$ cat config.mk
export PLATFORM = sky130hd
export DESIGN_NAME = sonet_cell_mapper
export DESIGN_NICKNAME = d
export VERILOG_FILES = /design/src/rtl/sonet_cell_mapper_pkg.sv /design/src/rtl/cmap_frame_pos.sv /design/src/rtl/cmap_cell_engine.sv /design/src/rtl/cmap_out_stage.sv /design/src/rtl/sonet_cell_mapper.sv
export SDC_FILE = /design/constraint.sdc
export NUM_CORES = 1
export LEC_CHECK = 0
export BUFFER_PORTS_ARGS = -buffer_cell sky130_fd_sc_hd__buf_2
export CORE_MARGIN = 2
export CORE_UTILIZATION = 35
export CTS_CLUSTER_SIZE = 28
export DETAILED_ROUTE_END_ITERATION = 6
export GPL_TIMING_DRIVEN = 0
export HOLD_SLACK_MARGIN = 0.12
export PLACE_DENSITY = 0.59
export SLEW_MARGIN = 10
export SYNTH_ARGS = -nofsm -noshare
export SYNTH_HDL_FRONTEND = slang
export SYNTH_HIERARCHICAL = 1
export SYNTH_SLANG_ARGS = --single-unit
$ cat constraint.sdc
create_clock -name clk -period 2.75 [get_ports clk]
set_input_delay 0.6875 -clock clk [delete_from_list [all_inputs] [get_ports clk]]
set_output_delay 0.6875 -clock clk [all_outputs]
set_load 0.03 [all_outputs]
$ cat src/rtl/sonet_cell_mapper_pkg.sv
package sonet_cell_mapper_pkg;

  typedef enum logic [1:0] {
    CSZ_77 = 2'd0,
    CSZ_81 = 2'd1,
    CSZ_85 = 2'd2,
    CSZ_93 = 2'd3
  } cell_size_e;

  localparam int unsigned CELL_TW = 7;

  // total on-line cell length: link header + user payload + parity byte
  function automatic logic [CELL_TW-1:0] cell_total(input logic [1:0] sel);
    case (cell_size_e'(sel))
      CSZ_77:  return 7'd77;
      CSZ_81:  return 7'd81;
      CSZ_85:  return 7'd85;
      default: return 7'd93;
    endcase
  endfunction

endpackage

$ cat src/rtl/cmap_frame_pos.sv
module cmap_frame_pos #(
  parameter int ROWS     = 9,
  parameter int OH_COLS  = 144,
  parameter int PAY_COLS = 4176,
  localparam int COLS    = OH_COLS + PAY_COLS,
  localparam int RW      = $clog2(ROWS),
  localparam int CW      = $clog2(COLS)
) (
  input  logic          clk,
  input  logic          rst,
  output logic [RW-1:0] row,
  output logic [CW-1:0] col,
  output logic          oh,
  output logic          sof
);

  localparam logic [CW-1:0] COL_LAST = CW'(COLS - 1);
  localparam logic [RW-1:0] ROW_LAST = RW'(ROWS - 1);

  always_ff @(posedge clk) begin
    if (rst) begin
      row <= '0;
      col <= '0;
    end else if (col == COL_LAST) begin
      col <= '0;
      row <= (row == ROW_LAST) ? '0 : row + 1'b1;
    end else begin
      col <= col + 1'b1;
    end
  end

  assign oh  = (col < CW'(OH_COLS));
  assign sof = (row == '0) && (col == '0);

endmodule

$ cat src/rtl/cmap_cell_engine.sv
module cmap_cell_engine
  import sonet_cell_mapper_pkg::*;
#(
  parameter int DW        = 8,
  parameter int PAY_BYTES = 37584,
  localparam int PW       = $clog2(PAY_BYTES + 1),
  localparam int SEQW     = DW - 2
) (
  input  logic          clk,
  input  logic          rst,
  input  logic          sof,
  input  logic          oh,
  input  logic [1:0]    cell_sel,
  input  logic          in_valid,
  input  logic          in_sop,
  input  logic [DW-1:0] in_data,
  output logic          in_ready,
  output logic [DW-1:0] byte_nxt
);

  logic [CELL_TW-1:0] cur_total;
  logic [CELL_TW-1:0] cpos;
  logic [PW-1:0]      pay_left;
  logic               is_data;
  logic [DW-1:0]      bip;
  logic [SEQW-1:0]    seq;

  logic [CELL_TW-1:0] last_pl;
  logic               start, start_data, in_pay, in_bip;
  logic [DW-1:0]      hdr, pay_byte;

  assign last_pl    = cur_total - 7'd2;
  // a new cell may open only when the whole cell still fits in this frame
  assign start      = !oh && (cpos == '0) && (pay_left >= PW'(cur_total));
  assign start_data = start && in_valid && in_sop;
  assign in_pay     = !oh && (cpos != '0) && (cpos <= last_pl);
  assign in_bip     = !oh && (cpos > last_pl);
  assign pay_byte   = is_data ? in_data : '0;
  assign hdr        = start_data ? {1'b1, 1'b0, seq} : {1'b1, 1'b1, {SEQW{1'b0}}};
  assign in_ready   = !rst && in_pay && is_data;

  always_comb begin
    if (start)       byte_nxt = hdr;
    else if (in_pay) byte_nxt = pay_byte;
    else if (in_bip) byte_nxt = bip;
    else             byte_nxt = '0;   // overhead and pad slots
  end

  always_ff @(posedge clk) begin
    if (rst) begin
      cur_total <= cell_total(cell_sel);
      pay_left  <= PW'(PAY_BYTES);
      cpos      <= '0;
      is_data   <= 1'b0;
      bip       <= '0;
      seq       <= '0;
    end else if (sof) begin
      cur_total <= cell_total(cell_sel);
      pay_left  <= PW'(PAY_BYTES);
      cpos      <= '0;
    end else if (!oh) begin
      pay_left <= pay_left - 1'b1;
      if (start) begin
        cpos    <= 7'd1;
        is_data <= start_data;
        bip     <= '0;
        if (start_data) seq <= seq + 1'b1;
      end else if (in_pay) begin
        cpos <= cpos + 1'b1;
        bip  <= bip ^ pay_byte;
      end else if (in_bip) begin
        cpos <= '0;
      end
    end
  end

endmodule

$ cat src/rtl/cmap_out_stage.sv
module cmap_out_stage #(
  parameter int DW = 8,
  parameter int RW = 4,
  parameter int CW = 13
) (
  input  logic          clk,
  input  logic          rst,
  input  logic [DW-1:0] byte_in,
  input  logic [RW-1:0] row_in,
  input  logic [CW-1:0] col_in,
  input  logic          oh_in,
  output logic [DW-1:0] out_data,
  output logic [RW-1:0] out_row,
  output logic [CW-1:0] out_col,
  output logic          out_oh,
  output logic          out_valid
);

  always_ff @(posedge clk) begin
    if (rst) begin
      out_data  <= '0;
      out_row   <= '0;
      out_col   <= '0;
      out_oh    <= 1'b0;
      out_valid <= 1'b0;
    end else begin
      out_data  <= byte_in;
      out_row   <= row_in;
      out_col   <= col_in;
      out_oh    <= oh_in;
      out_valid <= 1'b1;
    end
  end

endmodule

$ cat src/rtl/sonet_cell_mapper.sv
module sonet_cell_mapper
  import sonet_cell_mapper_pkg::*;
#(
  parameter int ROWS     = 9,
  parameter int OH_COLS  = 144,
  parameter int PAY_COLS = 4176,
  parameter int DW       = 8,
  localparam int COLS      = OH_COLS + PAY_COLS,
  localparam int RW        = $clog2(ROWS),
  localparam int CW        = $clog2(COLS),
  localparam int PAY_BYTES = ROWS * PAY_COLS
) (
  input  logic          clk,
  input  logic          rst,
  input  logic [1:0]    cell_sel,
  input  logic          in_valid,
  input  logic          in_sop,
  input  logic [DW-1:0] in_data,
  output logic          in_ready,
  output logic [DW-1:0] out_data,
  output logic [RW-1:0] out_row,
  output logic [CW-1:0] out_col,
  output logic          out_oh,
  output logic          out_valid
);

  logic [RW-1:0] row;
  logic [CW-1:0] col;
  logic          oh, sof;
  logic [DW-1:0] byte_nxt;

  cmap_frame_pos #(
    .ROWS(ROWS), .OH_COLS(OH_COLS), .PAY_COLS(PAY_COLS)
  ) u_pos (
    .clk(clk), .rst(rst), .row(row), .col(col), .oh(oh), .sof(sof)
  );

  cmap_cell_engine #(
    .DW(DW), .PAY_BYTES(PAY_BYTES)
  ) u_eng (
    .clk(clk), .rst(rst), .sof(sof), .oh(oh), .cell_sel(cell_sel),
    .in_valid(in_valid), .in_sop(in_sop), .in_data(in_data),
    .in_ready(in_ready), .byte_nxt(byte_nxt)
  );

  cmap_out_stage #(
    .DW(DW), .RW(RW), .CW(CW)
  ) u_out (
    .clk(clk), .rst(rst), .byte_in(byte_nxt), .row_in(row), .col_in(col),
    .oh_in(oh), .out_data(out_data), .out_row(out_row), .out_col(out_col),
    .out_oh(out_oh), .out_valid(out_valid)
  );

endmodule

Yosys cells after proc, flatten, opt, wreduce, memory -nomap -nowiden
Cells that the tools add are included.
- bits in registers: 89
- bits of input ports: 14
- output and inout bits: 28
- word-level logic and storage cells: 71
- add/sub/neg operators: 6
- magnitude comparators: 4
- equality and inequality tests: 4
- mux-type cells: 15
- bitwise logic cells: 3
- reductions and logical operators: 26
- operators by type and width (cell ; count):
    2-to-1 mux 8 bit ; 6
    2-to-1 mux 7 bit ; 6
    greater-or-equal comparator 16 x 7 -> 1 bit ; 1
    subtractor 16 x 1 -> 16 bit (second input constant) ; 1
    case mux 5 bit (3 select lines) ; 1
    adder 13 x 1 -> 13 bit (second input constant) ; 1
    == test 13 bit (second input constant) ; 1
    logical NOT 13 bit ; 1
    less-than comparator 13 x 8 -> 1 bit (second input constant) ; 1
    logical AND 1 bit ; 10
    bitwise XOR 8 bit ; 1
    adder 7 x 1 -> 7 bit (second input constant) ; 1
    > comparator 7 bit ; 1
    <= comparator 7 bit ; 1
    logical NOT 7 bit ; 1
    nonzero test 7 bit ; 1
    subtractor 7 x 2 -> 7 bit (second input constant) ; 1
    adder 6 x 1 -> 6 bit (second input constant) ; 1
    AND reduction 3 bit ; 2
    adder 4 x 1 -> 4 bit (second input constant) ; 1
    == test 4 bit (second input constant) ; 1
    logical NOT 4 bit ; 1
    2-to-1 mux 4 bit ; 1
    AND reduction 4 bit ; 1
    10 further kinds ; 14

Longest topological paths before layout
- depth after elaboration: 8
- mapped depth: 12
- depth with buffers taken out: 11

Cells and area by module
Netlist, hierarchy kept.
- modules (own cells, without submodules) (module ; instances ; cells an instance ; area an instance (um^2) ; seq. area each (um^2)):
    cmap_cell_engine ; 1 ; 285 ; 2412.3 ; 850.8
    cmap_frame_pos ; 1 ; 93 ; 833.3 ; 340.3
    cmap_out_stage ; 1 ; 56 ; 747.0 ; 540.5

Worst setup path before layout
OpenSTA, ideal clock, no wires.
- kind: register to output
- start: register u_eng.cur_total[2]
- end: output in_ready
- data arrival time: 2.514 ns
- data required time: 2.062 ns
- setup slack: -0.451 ns
- cell stages (with the launch flop): 10
- path buffers: 0
- path through: edfxtp_1 > inv_1 > ha_1 > ha_1 > ha_1 > nand4_1 > or2_2 > nand2_1 > nand3_1 > nor3_1
- longest elaborated chain between the ends: 5
- RTL lines (element ; RTL line ; source):
    start, declared ; cmap_cell_engine.sv:21 ; logic [CELL_TW-1:0] cur_total;
    start signal, assigned ; cmap_cell_engine.sv:51 ; cur_total <= cell_total(cell_sel);
    start signal, assigned ; cmap_cell_engine.sv:58 ; cur_total <= cell_total(cell_sel);
    subtractor 7 x 2 -> 7 bit ; cmap_cell_engine.sv:32 ; assign last_pl = cur_total - 7'd2;
    <= comparator 7 bit ; cmap_cell_engine.sv:36 ; assign in_pay = !oh && (cpos != '0) && (cpos <= last_pl);
    logical AND 1 bit ; cmap_cell_engine.sv:36 ;
    logical AND 1 bit (2 in series) ; cmap_cell_engine.sv:40 ; assign in_ready = !rst && in_pay && is_data;
    end, declared ; sonet_cell_mapper.sv:19 ; output logic in_ready,
Every way passes these cells.

Final worst setup path
Ends and elaborated chain as after synthesis.

==> impl_metrics.env <==
export IMPL_status="finished with violations"
export IMPL_violations="setup timing"
export IMPL_synth_edff_count=3
export IMPL_p_leak_nw=1.937
export IMPL_path_max_fanout=2
export IMPL_ios=42
export IMPL_avgSynthCellArea_um2=9.199
export IMPL_gr_usage_all_layers_pct=13.75
export IMPL_crit_path_end_kind="output port"
export IMPL_drv_slew=0
export IMPL_max_slew_worst_pin_slew_ns=0.7117
export IMPL_reg2reg_from="u_eng/cur_total[2]$_DFFE_PP_"
export IMPL_grt_max_degree=18
export IMPL_start_kind="flip-flop"
export IMPL_vias_per_cell=4.953
export IMPL_finalCritPeriodShare_pct=112.2
export IMPL_min_delay_start="u_pos/col[0]$_SDFF_PP0_"
export IMPL_io_buffers=41
export IMPL_peakVddDrop_v=0.0002937
export IMPL_drc=0
export IMPL_timing_setup_tns_ns=-2.133
export IMPL_syn_nets=469
export IMPL_first_pass_iters=6
export IMPL_grt_pass1_vias=2952
export IMPL_fin_util_pct=42.99
export IMPL_final_cell_mix="82 x dfxtp_1, 58 x nor2_1, 44 x buf_2"
export IMPL_min_path_cells=1
export IMPL_cts_root_buffer="clkbuf_16"
export IMPL_cp_slowest_stage_delay_ns=0.41
export IMPL_cp_cell_sequence="inv_2, ha_4, ha_4, ha_4, nand4_1, or2_4, nand2_4, nand3_4, nor3_4, buf_6"
export IMPL_ctsHtreeMaxLevel=3
export IMPL_worstRegToRegCells=12
export IMPL_drt_wl_total_mm=8.297
export IMPL_seqCellArea_um2=1732
export IMPL_yosysUniqueCellTypes=58
export IMPL_insertion_delay_ns=0.34
export IMPL_grt_first_pass_wirelength_mm=14.03
export IMPL_worst_slack_ns=-0.3344
export IMPL_synthCells=434
export IMPL_drt_iter0_markers=145
export IMPL_finalWeightedCongestion=0.8273
export IMPL_wire_per_inst_um=12.98
export IMPL_fin_nets=526
export IMPL_stdcell_area_um2=4846
export IMPL_antenna_found_initial=0
export IMPL_ys_warnings_count=6
export IMPL_finalSetupViolCount=15
export IMPL_synth_main_ff_cell="dfxtp_1"
export IMPL_ant_nets=0
export IMPL_die_y_um=110.8
export IMPL_fmax_ghz=0.3242
export IMPL_rows=39
export IMPL_async_flop_share_pct=0
export IMPL_post_dp_cell_area_um2=4419
export IMPL_cap_violations=0
export IMPL_crit_start="u_eng/cur_total[2]$_DFFE_PP_"
export IMPL_start_util_pct=35.42
export IMPL_synth_area_um2=3993
export IMPL_cts_tree="built"
export IMPL_hold_viol=0
export IMPL_crit_type="flip-flop to output port"
export IMPL_cpMaxStageDelayCell="edfxtp_1"
export IMPL_overflow=0
export IMPL_powerDensity_nw_per_um2=541.8
export IMPL_layout_commonest_cell="dfxtp_1"
export IMPL_hpwl_mm=5.926
export IMPL_n_antenna_cell=0
export IMPL_required_ns=2.06
export IMPL_area_growth_pct=21.37
export IMPL_cts_buffer_depth=2
export IMPL_cp_arrival_ns=2.40
export IMPL_clkSinkCount=85
export IMPL_cts_hold_buffers=0
export IMPL_finalCriticalPeriod_ns=3.084
export IMPL_die_w_um=110.8
export IMPL_hold_class="flip-flop to flip-flop"
export IMPL_multi_input_area_um2=2190
export IMPL_ys_seq_area_share_pct=43.37
export IMPL_dieArea_um2=12280
export IMPL_rsz0062_at_grt="yes"
export IMPL_clkTransAtPathRegs_ns=0.06
export IMPL_numCtsBuffers=9
export IMPL_drive_gt1_share_pct=21.17
export IMPL_cpMostUsedCell="ha_4"
export IMPL_finClkSkew_ns=0.007260
export IMPL_max_slew_margin_rel_pct=52.27
export IMPL_vias=3165
export IMPL_place_ws_ns=-0.4765
export IMPL_design_core_area_um2=11270
export IMPL_fillCellCount=1090
export IMPL_synth_seq_cells=85
-- cell usage after synthesis, drive strengths merged, types with 4 or more instances --
| cell type | count | area share, % |
|---|---|---|
| a21oi | 10 | 1.3 |
| a221o | 6 | 1.5 |
| and2 | 4 | 0.63 |
| and2b | 7 | 1.5 |
| and3 | 5 | 0.81 |
| buf | 7 | 1.3 |
| clkbuf | 8 | 0.75 |
| dfxtp | 82 | 41 |
| ha | 21 | 6.6 |
| inv | 25 | 2.4 |
| nand2 | 32 | 3.2 |
| nand3 | 18 | 2.5 |
| nand4 | 8 | 1.3 |
| nor2 | 58 | 5.5 |
| nor2b | 24 | 3.8 |
| nor3 | 11 | 1.5 |
| nor4 | 8 | 1.6 |
| o2111ai | 8 | 1.8 |
| o21ai | 11 | 1.5 |
| o31ai | 5 | 1.1 |
| xnor2 | 12 | 2.6 |
| xor2 | 24 | 5.3 |
-- flip-flops by register name, indices dropped and copies added (netlist names) --
| signal | flops |
|---|---|
| u_out/out_col | 13 |
| u_out/out_data | 8 |
| u_out/out_oh | 1 |
| u_eng/pay_left | 16 |
| u_eng/is_data | 1 |
| u_eng/cur_total | 3 |
| u_pos/row | 4 |
| u_eng/bip | 8 |
| u_pos/col | 13 |
| u_out/out_row | 4 |
| u_eng/cpos | 7 |
| u_out/out_valid | 1 |
| u_eng/seq | 6 |
-- cell type report --
type | instances | share of cell area [%]
Buffer | 14 | 1.756
Tap cell | 143 | 3.692
Clock buffer | 11 | 5.216
Sequential cell | 85 | 35.73
Clock inverter | 5 | 1.188
Inverter | 25 | 1.936
Multi-Input combinational cell | 309 | 45.18
Timing Repair Buffer | 47 | 5.293
-- per-stage QoR --
step                hold slack, ns  instances  total power (W)
finish                      0.4819        639         0.002625
global route                0.5172        639         0.002737
CTS                         0.4921        639         0.002661
detailed placement          0.4804        618         0.001396
global placement            0.4532        618         0.001392
floorplan                   0.4335        434         0.001355
-- critical path, delay by kind of cell, from the launching register on --
| kind | cells | cell delay (ns) |
|---|---|---|
| and+or+nand+nor | 5 | 0.79 |
| adders and majority gates | 3 | 0.60 |
| DFF | 1 | 0.41 |
| buffers and inverters | 2 | 0.25 |
-- routing by layer --
metal  global-route usage [%]  wire, um  up-vias
met1                    18.19      3900     1464
met4                    4.500       100        0
met2                    21.92      3842       74
li1                         -         -     1620
met5                        0         0        -
met3                    3.609       454        7
-- logic make-up after synthesis --
group                      after synthesis  share of synthesized area (%)
xor gates and xnor gates                36                          7.897
adders and majority gates               21                          6.581
AOI/OAI and AO/OA                       60                          11.78
DFF                                     85                          43.37
and+or+nand+nor                        190                          25.42
buffers and inverters                   40                          4.450
muxes                                    2                         0.5014
-- power breakdown --
group	switching (W)	total, W	internal (W)
clock	0.000486	0.00124	0.000754
combinational	0.0000797	0.000126	0.0000466
sequential	0.00000733	0.00126	0.00125
-- final timing paths --
kind	end	slack (ns)
worst max-delay path	in_ready	-0.33
worst min-delay path	u_pos/col[0]$_SDFF_PP0_	0.48
worst max register to register	u_out/out_data[5]$_SDFF_PP0_	-0.19
worst min register to register	u_pos/col[0]$_SDFF_PP0_	0.48
-- timing repair --
item                                    4_1_cts  5_1_grt
setup buffers                                 6        0
gates resized for setup                      11        4
pin swaps                                     3        2
endpoints found under the setup margin       34       27
No activity file was read; power rests on OpenSTA's default activity.
